<file path="config.mk">
export PLATFORM = sky130hd
export DESIGN_NAME = ptp_tod_counter
export DESIGN_NICKNAME = d
export VERILOG_FILES = /design/src/rtl/ptp_tod_pkg.sv /design/src/rtl/ptp_tod_regs.sv /design/src/rtl/ptp_tod_accum.sv /design/src/rtl/ptp_tod_counter.sv
export SDC_FILE = /design/constraint.sdc
export NUM_CORES = 1
export LEC_CHECK = 0
export ABC_CLOCK_PERIOD_IN_PS = 11100
export BUFFER_PORTS_ARGS = -buffer_cell sky130_fd_sc_hd__buf_2
export CAP_MARGIN = 5
export CORE_MARGIN = 3
export CORE_UTILIZATION = 55
export DETAILED_ROUTE_END_ITERATION = 7
export PLACE_DENSITY = 0.75
export SLEW_MARGIN = 20
export SYNTH_ARGS = -nofsm -noshare
export SYNTH_HDL_FRONTEND = slang
export SYNTH_SLANG_ARGS = --single-unit
</file>
<file path="constraint.sdc">
create_clock -name clk -period 11.1 [get_ports clk]
set_input_delay 1.11 -clock clk [delete_from_list [all_inputs] [get_ports clk]]
set_output_delay 1.11 -clock clk [all_outputs]
set_load 0.02 [all_outputs]
</file>
<file path="src/rtl/ptp_tod_pkg.sv">
`timescale 1ns/1ps
package ptp_tod_pkg;

    localparam int ADDR_W = 3;
    localparam logic [31:0] NS_PER_SEC = 32'd1_000_000_000;

    typedef enum logic [ADDR_W-1:0] {
        A_CTRL     = 3'd0,
        A_INC_FRAC = 3'd1,
        A_INC_NS   = 3'd2,
        A_WRAP     = 3'd3,
        A_SEC      = 3'd4,
        A_NS_SNAP  = 3'd5
    } reg_addr_e;

    typedef enum logic {
        ST_HALT = 1'b0,
        ST_RUN  = 1'b1
    } run_state_e;

endpackage

</file>
<file path="src/rtl/ptp_tod_regs.sv">
`timescale 1ns/1ps
module ptp_tod_regs
    import ptp_tod_pkg::*;
#(
    parameter int DATA_W = 32,
    parameter int NS_W   = 32,
    parameter int FRAC_W = 32,
    parameter int SEC_W  = 32
) (
    input  logic              clk,
    input  logic              rst,
    input  logic              wr_en,
    input  logic [ADDR_W-1:0] wr_addr,
    input  logic [DATA_W-1:0] wr_data,
    input  logic              rd_en,
    input  logic [ADDR_W-1:0] rd_addr,
    input  logic [SEC_W-1:0]  sec_i,
    input  logic [NS_W-1:0]   snap_i,
    output logic              en_o,
    output logic [NS_W-1:0]   comp_ns_o,
    output logic [FRAC_W-1:0] comp_frac_o,
    output logic [NS_W-1:0]   limit_o,
    output logic              snap_o,
    output logic [DATA_W-1:0] rd_data_o,
    output logic              rd_valid_o
);

    logic              en_q;
    logic [NS_W-1:0]   comp_ns_q;
    logic [FRAC_W-1:0] comp_frac_q;
    logic [NS_W-1:0]   limit_q;
    logic [DATA_W-1:0] rd_mux;
    logic [DATA_W-1:0] rd_data_q;
    logic              rd_valid_q;

    always_ff @(posedge clk) begin
        if (rst) begin
            en_q        <= 1'b0;
            comp_ns_q   <= '0;
            comp_frac_q <= '0;
            limit_q     <= NS_W'(NS_PER_SEC);
        end else if (wr_en) begin
            case (wr_addr)
                A_CTRL:     en_q        <= wr_data[0];
                A_INC_FRAC: comp_frac_q <= FRAC_W'(wr_data);
                A_INC_NS:   comp_ns_q   <= NS_W'(wr_data);
                A_WRAP:     limit_q     <= NS_W'(wr_data);
                default:    ;
            endcase
        end
    end

    always_comb begin
        case (rd_addr)
            A_CTRL:     rd_mux = {{(DATA_W-1){1'b0}}, en_q};
            A_INC_FRAC: rd_mux = DATA_W'(comp_frac_q);
            A_INC_NS:   rd_mux = DATA_W'(comp_ns_q);
            A_WRAP:     rd_mux = DATA_W'(limit_q);
            A_SEC:      rd_mux = DATA_W'(sec_i);
            A_NS_SNAP:  rd_mux = DATA_W'(snap_i);
            default:    rd_mux = '0;
        endcase
    end

    always_ff @(posedge clk) begin
        if (rst) begin
            rd_data_q  <= '0;
            rd_valid_q <= 1'b0;
        end else begin
            rd_valid_q <= rd_en;
            if (rd_en) rd_data_q <= rd_mux;
        end
    end

    always_comb begin
        en_o        = en_q;
        comp_ns_o   = comp_ns_q;
        comp_frac_o = comp_frac_q;
        limit_o     = limit_q;
        snap_o      = rd_en && (rd_addr == A_SEC);
        rd_data_o   = rd_data_q;
        rd_valid_o  = rd_valid_q;
    end

endmodule

</file>
<file path="src/rtl/ptp_tod_accum.sv">
`timescale 1ns/1ps
module ptp_tod_accum
    import ptp_tod_pkg::*;
#(
    parameter int NS_W   = 32,
    parameter int FRAC_W = 32,
    parameter int SEC_W  = 32
) (
    input  logic              clk,
    input  logic              rst,
    input  logic              en_i,
    input  logic [NS_W-1:0]   comp_ns_i,
    input  logic [FRAC_W-1:0] comp_frac_i,
    input  logic [NS_W-1:0]   limit_i,
    input  logic              snap_i,
    output logic [NS_W-1:0]   ns_o,
    output logic [FRAC_W-1:0] frac_o,
    output logic [SEC_W-1:0]  sec_o,
    output logic [NS_W-1:0]   snap_ns_o,
    output logic              run_o
);

    localparam int SUM_W = NS_W + 1;

    run_state_e        state_q, state_d;
    logic              run;
    logic [NS_W-1:0]   ns_q, ns_next;
    logic [FRAC_W-1:0] frac_q;
    logic [SEC_W-1:0]  sec_q;
    logic [NS_W-1:0]   snap_q;
    logic [FRAC_W:0]   frac_sum;
    logic [SUM_W-1:0]  ns_sum;
    logic              wrap;

    // State register
    always_ff @(posedge clk) begin
        if (rst) state_q <= ST_HALT;
        else     state_q <= state_d;
    end

    // Next state: GO and STOP
    always_comb begin
        state_d = state_q;
        unique case (state_q)
            ST_HALT: if (en_i)  state_d = ST_RUN;
            ST_RUN:  if (!en_i) state_d = ST_HALT;
        endcase
    end

    // Outputs of the controller
    always_comb begin
        run = (state_q == ST_RUN);
        run_o = run;
    end

    // Fixed-point sum and wrap detection
    always_comb begin
        frac_sum = {1'b0, frac_q} + {1'b0, comp_frac_i};
        ns_sum   = {1'b0, ns_q} + {1'b0, comp_ns_i} + SUM_W'(frac_sum[FRAC_W]);
        wrap     = (ns_sum >= {1'b0, limit_i});
        ns_next  = wrap ? NS_W'(ns_sum - {1'b0, limit_i}) : ns_sum[NS_W-1:0];
    end

    always_ff @(posedge clk) begin
        if (rst) begin
            ns_q   <= '0;
            frac_q <= '0;
            sec_q  <= '0;
        end else if (run) begin
            frac_q <= frac_sum[FRAC_W-1:0];
            ns_q   <= ns_next;
            if (wrap) sec_q <= sec_q + 1'b1;
        end
    end

    always_ff @(posedge clk) begin
        if (rst)         snap_q <= '0;
        else if (snap_i) snap_q <= ns_q;
    end

    always_comb begin
        ns_o      = ns_q;
        frac_o    = frac_q;
        sec_o     = sec_q;
        snap_ns_o = snap_q;
    end

endmodule

</file>
<file path="src/rtl/ptp_tod_counter.sv">
`timescale 1ns/1ps
module ptp_tod_counter
    import ptp_tod_pkg::*;
#(
    parameter int DATA_W = 32,
    parameter int NS_W   = 32,
    parameter int FRAC_W = 32,
    parameter int SEC_W  = 32
) (
    input  logic              clk,
    input  logic              rst,
    input  logic              wr_en,
    input  logic [ADDR_W-1:0] wr_addr,
    input  logic [DATA_W-1:0] wr_data,
    input  logic              rd_en,
    input  logic [ADDR_W-1:0] rd_addr,
    output logic [DATA_W-1:0] rd_data,
    output logic              rd_valid
);

    logic              en_w;
    logic [NS_W-1:0]   comp_ns_w;
    logic [FRAC_W-1:0] comp_frac_w;
    logic [NS_W-1:0]   limit_w;
    logic              snap_w;
    logic [NS_W-1:0]   ns_w;
    logic [FRAC_W-1:0] frac_w;
    logic [SEC_W-1:0]  sec_w;
    logic [NS_W-1:0]   shadow_w;
    logic              run_w;

    ptp_tod_regs #(
        .DATA_W(DATA_W), .NS_W(NS_W), .FRAC_W(FRAC_W), .SEC_W(SEC_W)
    ) u_regs (
        .clk(clk), .rst(rst),
        .wr_en(wr_en), .wr_addr(wr_addr), .wr_data(wr_data),
        .rd_en(rd_en), .rd_addr(rd_addr),
        .sec_i(sec_w), .snap_i(shadow_w),
        .en_o(en_w), .comp_ns_o(comp_ns_w), .comp_frac_o(comp_frac_w),
        .limit_o(limit_w), .snap_o(snap_w),
        .rd_data_o(rd_data), .rd_valid_o(rd_valid)
    );

    ptp_tod_accum #(
        .NS_W(NS_W), .FRAC_W(FRAC_W), .SEC_W(SEC_W)
    ) u_accum (
        .clk(clk), .rst(rst),
        .en_i(en_w), .comp_ns_i(comp_ns_w), .comp_frac_i(comp_frac_w),
        .limit_i(limit_w), .snap_i(snap_w),
        .ns_o(ns_w), .frac_o(frac_w), .sec_o(sec_w),
        .snap_ns_o(shadow_w), .run_o(run_w)
    );

endmodule

</file>
# Yosys cells after proc, flatten, opt, wreduce, memory -nomap -nowiden
# Cells that the tools add are included.
# word_totals
register_bits	259
out_inout_bits	33
wordCells	36
input_bits	42
# op_classes
muxes	3
eq_ne	8
reduce_logical	8
n_lt_le_gt_ge	1
n_addsub	5
# ops
op	count
32-bit case mux with 6 select lines	1
32-bit by 32-bit adder with 33-bit output	2
33-bit by 1-bit adder with 33-bit output	1
33-bit by 32-bit >= comparator with 1-bit output	1
32-bit by 1-bit adder with 32-bit output, second input constant	1
32-bit two-way mux	1
32-bit subtractor	1
3-bit by 2-bit == test with 1-bit output, second input constant	4
2-bit AND reduction	5
3-bit by 1-bit == test with 1-bit output, second input constant	2
3-bit == test, second input constant	2
3-bit logical NOT	2
1-bit logical AND	1
1-bit two-way mux	1

# Depth between registers and ports, before layout
# logic_depth
depth_word	4
ltp_mapped	37
ltp_nobuf	33

# Modules after synthesis
# From an unflattened synthesis, not the netlist that was laid out.
# unflattened
hier_cells	1961
hier_area_um2	15806.4
# by_module_without_submodules
mod	cells_per_inst	seq_area_each_um2	instances	area_per_inst_um2
ptp_tod_accum	1252	2582.5	1	9801.9
ptp_tod_regs	709	2602.5	1	6004.5

# Worst setup path after synthesis
# No wires, ideal clock.
# synth_timing
path_kind	register to register
from	register u_regs.comp_frac_q[0], in the netlist u_regs.comp_frac_o[0]
to	register u_accum.sec_q[18], in the netlist u_accum.sec_o[18]
n_path_buf	3
setup_slack_ns	3.996
t_required_ns	11.030
stages_incl_launch_ff	37
setup_time_ns	0.070
arrival_ns	7.034
period_less_slack_ns	7.104
cell_sequence	dfxtp_1 ha_1 fa_1 a21o_1 a21oi_1 o21ai_0 a31oi_1 o311a_1 o41ai_2 nand2_1 a31oi_1 nand3_1 nand2_1 fa_1 fa_1 a21o_1 o21ai_2 a31oi_4 o311ai_4 a211oi_4 nor3_1 o21ai_0 xnor2_1 ha_1 clkbuf_1 nand2_1 nor2_1 and3_1 nand3_1 nor3_1 nor3_1 o211a_1 clkbuf_2 or3_1 buf_2 or3_1 a21oi_1
# synth_via
elab_chain_len	4
# synth_lines
element	line	text
start, declared	ptp_tod_regs.sv:30	logic [FRAC_W-1:0] comp_frac_q;
start signal, assigned	ptp_tod_regs.sv:45	A_INC_FRAC: comp_frac_q <= FRAC_W'(wr_data);
32-bit by 32-bit adder with 33-bit output	ptp_tod_accum.sv:58	frac_sum = {1'b0, frac_q} + {1'b0, comp_frac_i};
33-bit by 1-bit adder with 33-bit output	ptp_tod_accum.sv:59	ns_sum = {1'b0, ns_q} + {1'b0, comp_ns_i} + SUM_W'(frac_sum[FRAC_W]);
33-bit by 32-bit >= comparator with 1-bit output	ptp_tod_accum.sv:60	wrap = (ns_sum >= {1'b0, limit_i});
2-bit AND reduction (no source line)	n/a	
end signal, assigned	ptp_tod_accum.sv:72	if (wrap) sec_q <= sec_q + 1'b1;
end, declared	ptp_tod_accum.sv:29	logic [SEC_W-1:0] sec_q;
# No other way between the ends.
# A chain may end at the register's enable or synchronous reset.

# Final worst setup path
# layout_timing
from	register u_regs.comp_frac_q[0], in the netlist u_regs.comp_frac_o[0]
to	register u_accum.ns_q[2], in the netlist u_accum.ns_o[2]
# layout_via
elab_chain_len	4
word_cells_on_any_way	5
cone_classes	add/sub: 3; order compare: 1; mux: 1
# layout_lines
element	line	text
32-bit by 32-bit adder with 33-bit output (*)	ptp_tod_accum.sv:58	
33-bit by 1-bit adder with 33-bit output (*)	ptp_tod_accum.sv:59	
32-bit subtractor / 33-bit by 32-bit >= comparator with 1-bit output (equally long branches)	ptp_tod_accum.sv:61, ptp_tod_accum.sv:60	
32-bit two-way mux (*)	ptp_tod_accum.sv:61	ns_next = wrap ? NS_W'(ns_sum - {1'b0, limit_i}) : ns_sum[NS_W-1:0];
end signal, assigned	ptp_tod_accum.sv:71	ns_q <= ns_next;
end, declared	ptp_tod_accum.sv:27	logic [NS_W-1:0] ns_q, ns_next;
# Mark *: on every way between the ends. The rest lies on a longest branch, timed or not.

==> impl_metrics.env <==
export IMPL_multi_input_area_mm2=0.00982
export IMPL_worst_ep_required_time_ns=11.51
export IMPL_peakVddDrop_mv=0.120
export IMPL_drt_first_pass_iters=5
export IMPL_fp_dieW_um=175
export IMPL_viasPerCell=6.05
export IMPL_synth_area_top_cells="dfxtp_1 33%, nand2_1 8.5%, a21oi_1 7.7%"
export IMPL_nets=2139
export IMPL_hold_class="flip-flop to flip-flop"
export IMPL_syn_area_per_cell_um2=7.83
export IMPL_ys_flop_type="dfxtp_1"
export IMPL_setup_violations=0
export IMPL_synth_most_common_cell="nand2_1"
export IMPL_period_needed_ns=8.64
export IMPL_startpoint_type="flip-flop"
export IMPL_crit_path_end="u_accum.ns_o[2]"
export IMPL_drtAntennaViolNets=0
export IMPL_timing_final_crit_share_pct=77.8
export IMPL_initial_core_util_pct=56.0
export IMPL_drv_cap=0
export IMPL_status="finished, final reports clean"
export IMPL_pin_count=75
export IMPL_clock_sinks=259
export IMPL_grt_first_pass_wirelength_um=73200
export IMPL_r2r_start="u_regs.comp_frac_o[0]"
export IMPL_dieArea_mm2=0.0305
export IMPL_seq_area_frac_synth_pct=33.1
export IMPL_drt_initial_drc_count=1460
export IMPL_synth_top_area_share_pct=33.1
export IMPL_path_clk_slew_ns=0.06
export IMPL_crit_path_top_delay_cell="a31oi_1"
export IMPL_p_leak_nw=7.10
export IMPL_finalHoldViolations=0
export IMPL_regArea_mm2=0.00519
export IMPL_tightestPinTransition_ns=0.996
export IMPL_antennaDiodeCount=0
export IMPL_crit_fanout=39
export IMPL_startpoint="u_regs.comp_frac_o[0]"
export IMPL_crit_top_cell="a21o_1"
export IMPL_worst_ep_arrival_time_ns=9.05
export IMPL_cts_buffers=27
export IMPL_syn_num_nets=2140
export IMPL_drive_above_1_share_pct=8.72
export IMPL_synthTopCellsByCount="355 x nand2_1, 259 x dfxtp_1, 241 x a21oi_1, 181 x nor2_1, 101 x clkbuf_1"
export IMPL_fp_dieH_um=175
export IMPL_netlist_cell_type_count=74
export IMPL_syn_inst=1998
export IMPL_setup_slack_ns=2.46
export IMPL_core_area_mm2=0.0279
export IMPL_slowest_delay_ns=0.52
export IMPL_place_hpwl_um=33300
export IMPL_htreeDepth=1
export IMPL_cts_tree="yes"
export IMPL_port_buffers=74
export IMPL_vias=14500
export IMPL_finalClockSkew_ns=0.0332
export IMPL_place_gp_congestion=0.916
export IMPL_num_rows=61
export IMPL_grt_pass1_vias=13700
export IMPL_p_per_area_mw_per_mm2=127
export IMPL_async_flop_share_pct=0
export IMPL_dp_worst_setup_slack_ns=2.59
export IMPL_r2r_cells=33
export IMPL_syn_area_mm2=0.0156
export IMPL_tns_ns=0
export IMPL_cts_setup_buffers=0
export IMPL_grt_setup_unrepaired="no"
export IMPL_ys_ff_latch=259
export IMPL_insertion_delay_ns=0.56
export IMPL_whs_ns=0.454
export IMPL_worst_slew_margin_rel_pct=33.6
export IMPL_cts_root_buf="clkbuf_16"
export IMPL_holdBufCountCts=0
export IMPL_ctsResizeCount=0
export IMPL_total_power_mw=2.18
export IMPL_drt_wl_total_um=46200
export IMPL_r2r_end="u_accum.ns_o[2]"
export IMPL_cp_end_kind="flip-flop"
export IMPL_grt_max_degree=177
export IMPL_areaGrowthSynthToFinish_pct=9.97
export IMPL_antenna_found_initial=0
export IMPL_max_freq_mhz=116
export IMPL_path_class="flip-flop to flip-flop"
export IMPL_num_fill_cells=2588
export IMPL_clockBufferDepth=3
export IMPL_synth_edf_count=0
export IMPL_grt_usage_pct=29.5
export IMPL_grt_ovfl_total=0
export IMPL_post_drt_wl_per_cell_um=19.3
export IMPL_drc=0
export IMPL_yosysTopAreaCell="dfxtp_1"
export IMPL_r2r_slack_ns=2.46
export IMPL_slew_violations=0
export IMPL_yosys_warnings=0
[kinds of logic (layout without fill, tap and decap cells)]
family	count (synthesis)	in the layout	share of synthesized area [%]
and+or+nand+nor	745	745	21.3
AOI/OAI and AO/OA	534	534	21.8
DFF	259	259	33.1
buffers and inverters	174	194	4.26
adders and majority gates	100	100	8.19
xor gates and xnor gates	99	99	5.54
muxes	87	87	5.74
[area by class of cell]
cell class	instances	share of cell area (%)
clock inverters	15	1.43
clock buffers	35	4.45
flip-flops and latches	259	30.2
multi-input cells	1565	57.1
well taps	378	2.75
inverters	57	1.24
repair buffers	87	2.89
[flip-flops by register name (all words and copies together), names as in the netlist]
signal	flops
u_accum.ns_o	32
u_regs.rd_data_o	32
u_regs.limit_o	32
u_accum.snap_ns_o	32
u_regs.en_o	1
u_accum.run_o	1
u_regs.rd_valid_o	1
u_regs.comp_frac_o	32
u_regs.comp_ns_o	32
u_accum.frac_o	32
u_accum.sec_o	32
[critical path: cells and delay by family, from the launching register on]
| family | cells | cell delay (ns) |
|---|---|---|
| muxes | 2 | 0.52 |
| and+or+nand+nor | 5 | 0.61 |
| DFF | 1 | 0.33 |
| xor gates and xnor gates | 1 | 0.20 |
| adders and majority gates | 5 | 1.92 |
| buffers and inverters | 2 | 0.91 |
| AOI/OAI and AO/OA | 18 | 3.96 |
[per-stage QoR]
step | instances | instance area, µm² | utilization, %
final | 2396 | 17200 | 61.6
after global routing | 2396 | 17200 | 61.6
after global placement | 2345 | 16200 | 57.8
after detailed placement | 2345 | 16200 | 57.8
after CTS | 2395 | 17200 | 61.5
after floorplan | 1998 | 15600 | -
[how the worst min path moves through the flow]
stage | slack [ns] | cells after the start | end | startpoint
after floorplan | 0.44 | 2 | u_accum.snap_ns_o[0] | u_accum.snap_ns_o[0]
after global placement | 0.45 | 2 | u_accum.snap_ns_o[3] | u_accum.snap_ns_o[3]
after global routing | 0.47 | 2 | u_accum.snap_ns_o[19] | u_accum.snap_ns_o[19]
final | 0.45 | 2 | u_accum.snap_ns_o[21] | u_accum.snap_ns_o[21]
after detailed placement | 0.45 | 2 | u_accum.snap_ns_o[21] | u_accum.snap_ns_o[21]
after CTS | 0.46 | 2 | u_accum.snap_ns_o[21] | u_accum.snap_ns_o[21]
[power by group]
group / leakage [nW] / internal [mW] / total, mW / switching (mW)
clock network: 0.493 / 0.629 / 1.03 / 0.397
logic: 4.52 / 0.0678 / 0.200 / 0.132
registers: 2.09 / 0.943 / 0.956 / 0.0129
[layer usage]
metal,part of all wire [%],wire (µm),track usage [%],vias to the layer above
li1,-,-,-,7043
met1,42,19500,38.7,6821
met2,47,21600,49.2,523
met3,6.3,2920,3.72,111
met4,4.8,2200,12.1,0
met5,0,0,0,-
[cell usage in the layout, fill, tap and decap left out, drive strengths merged, types with 5 or more instances in the layout]
master | netlist | layout
o311ai | 7 | 7
xnor2 | 67 | 67
mux2i | 74 | 74
a22oi | 21 | 21
nand4 | 15 | 15
xor2 | 32 | 32
buf | 14 | 86
and3 | 16 | 16
o21a | 8 | 8
or3 | 9 | 9
o21ai | 64 | 64
nand3b | 16 | 16
nor2 | 181 | 181
a311oi | 5 | 5
a21oi | 242 | 242
o211ai | 5 | 5
nand3 | 28 | 28
ha | 96 | 96
bufinv | 0 | 6
clkbuf | 103 | 36
nor3 | 24 | 24
a21boi | 6 | 6
o221ai | 22 | 22
nand2b | 11 | 11
or2 | 7 | 7
and4 | 6 | 6
dfxtp | 259 | 259
a21o | 51 | 51
nor4 | 7 | 7
nor2b | 41 | 41
a31oi | 16 | 16
nor3b | 8 | 8
a221o | 11 | 11
a211oi | 46 | 46
nand2 | 355 | 355
mux2 | 12 | 12
o31ai | 6 | 6
inv | 57 | 60
and2 | 7 | 7
(Power assumes the default switching activity.)
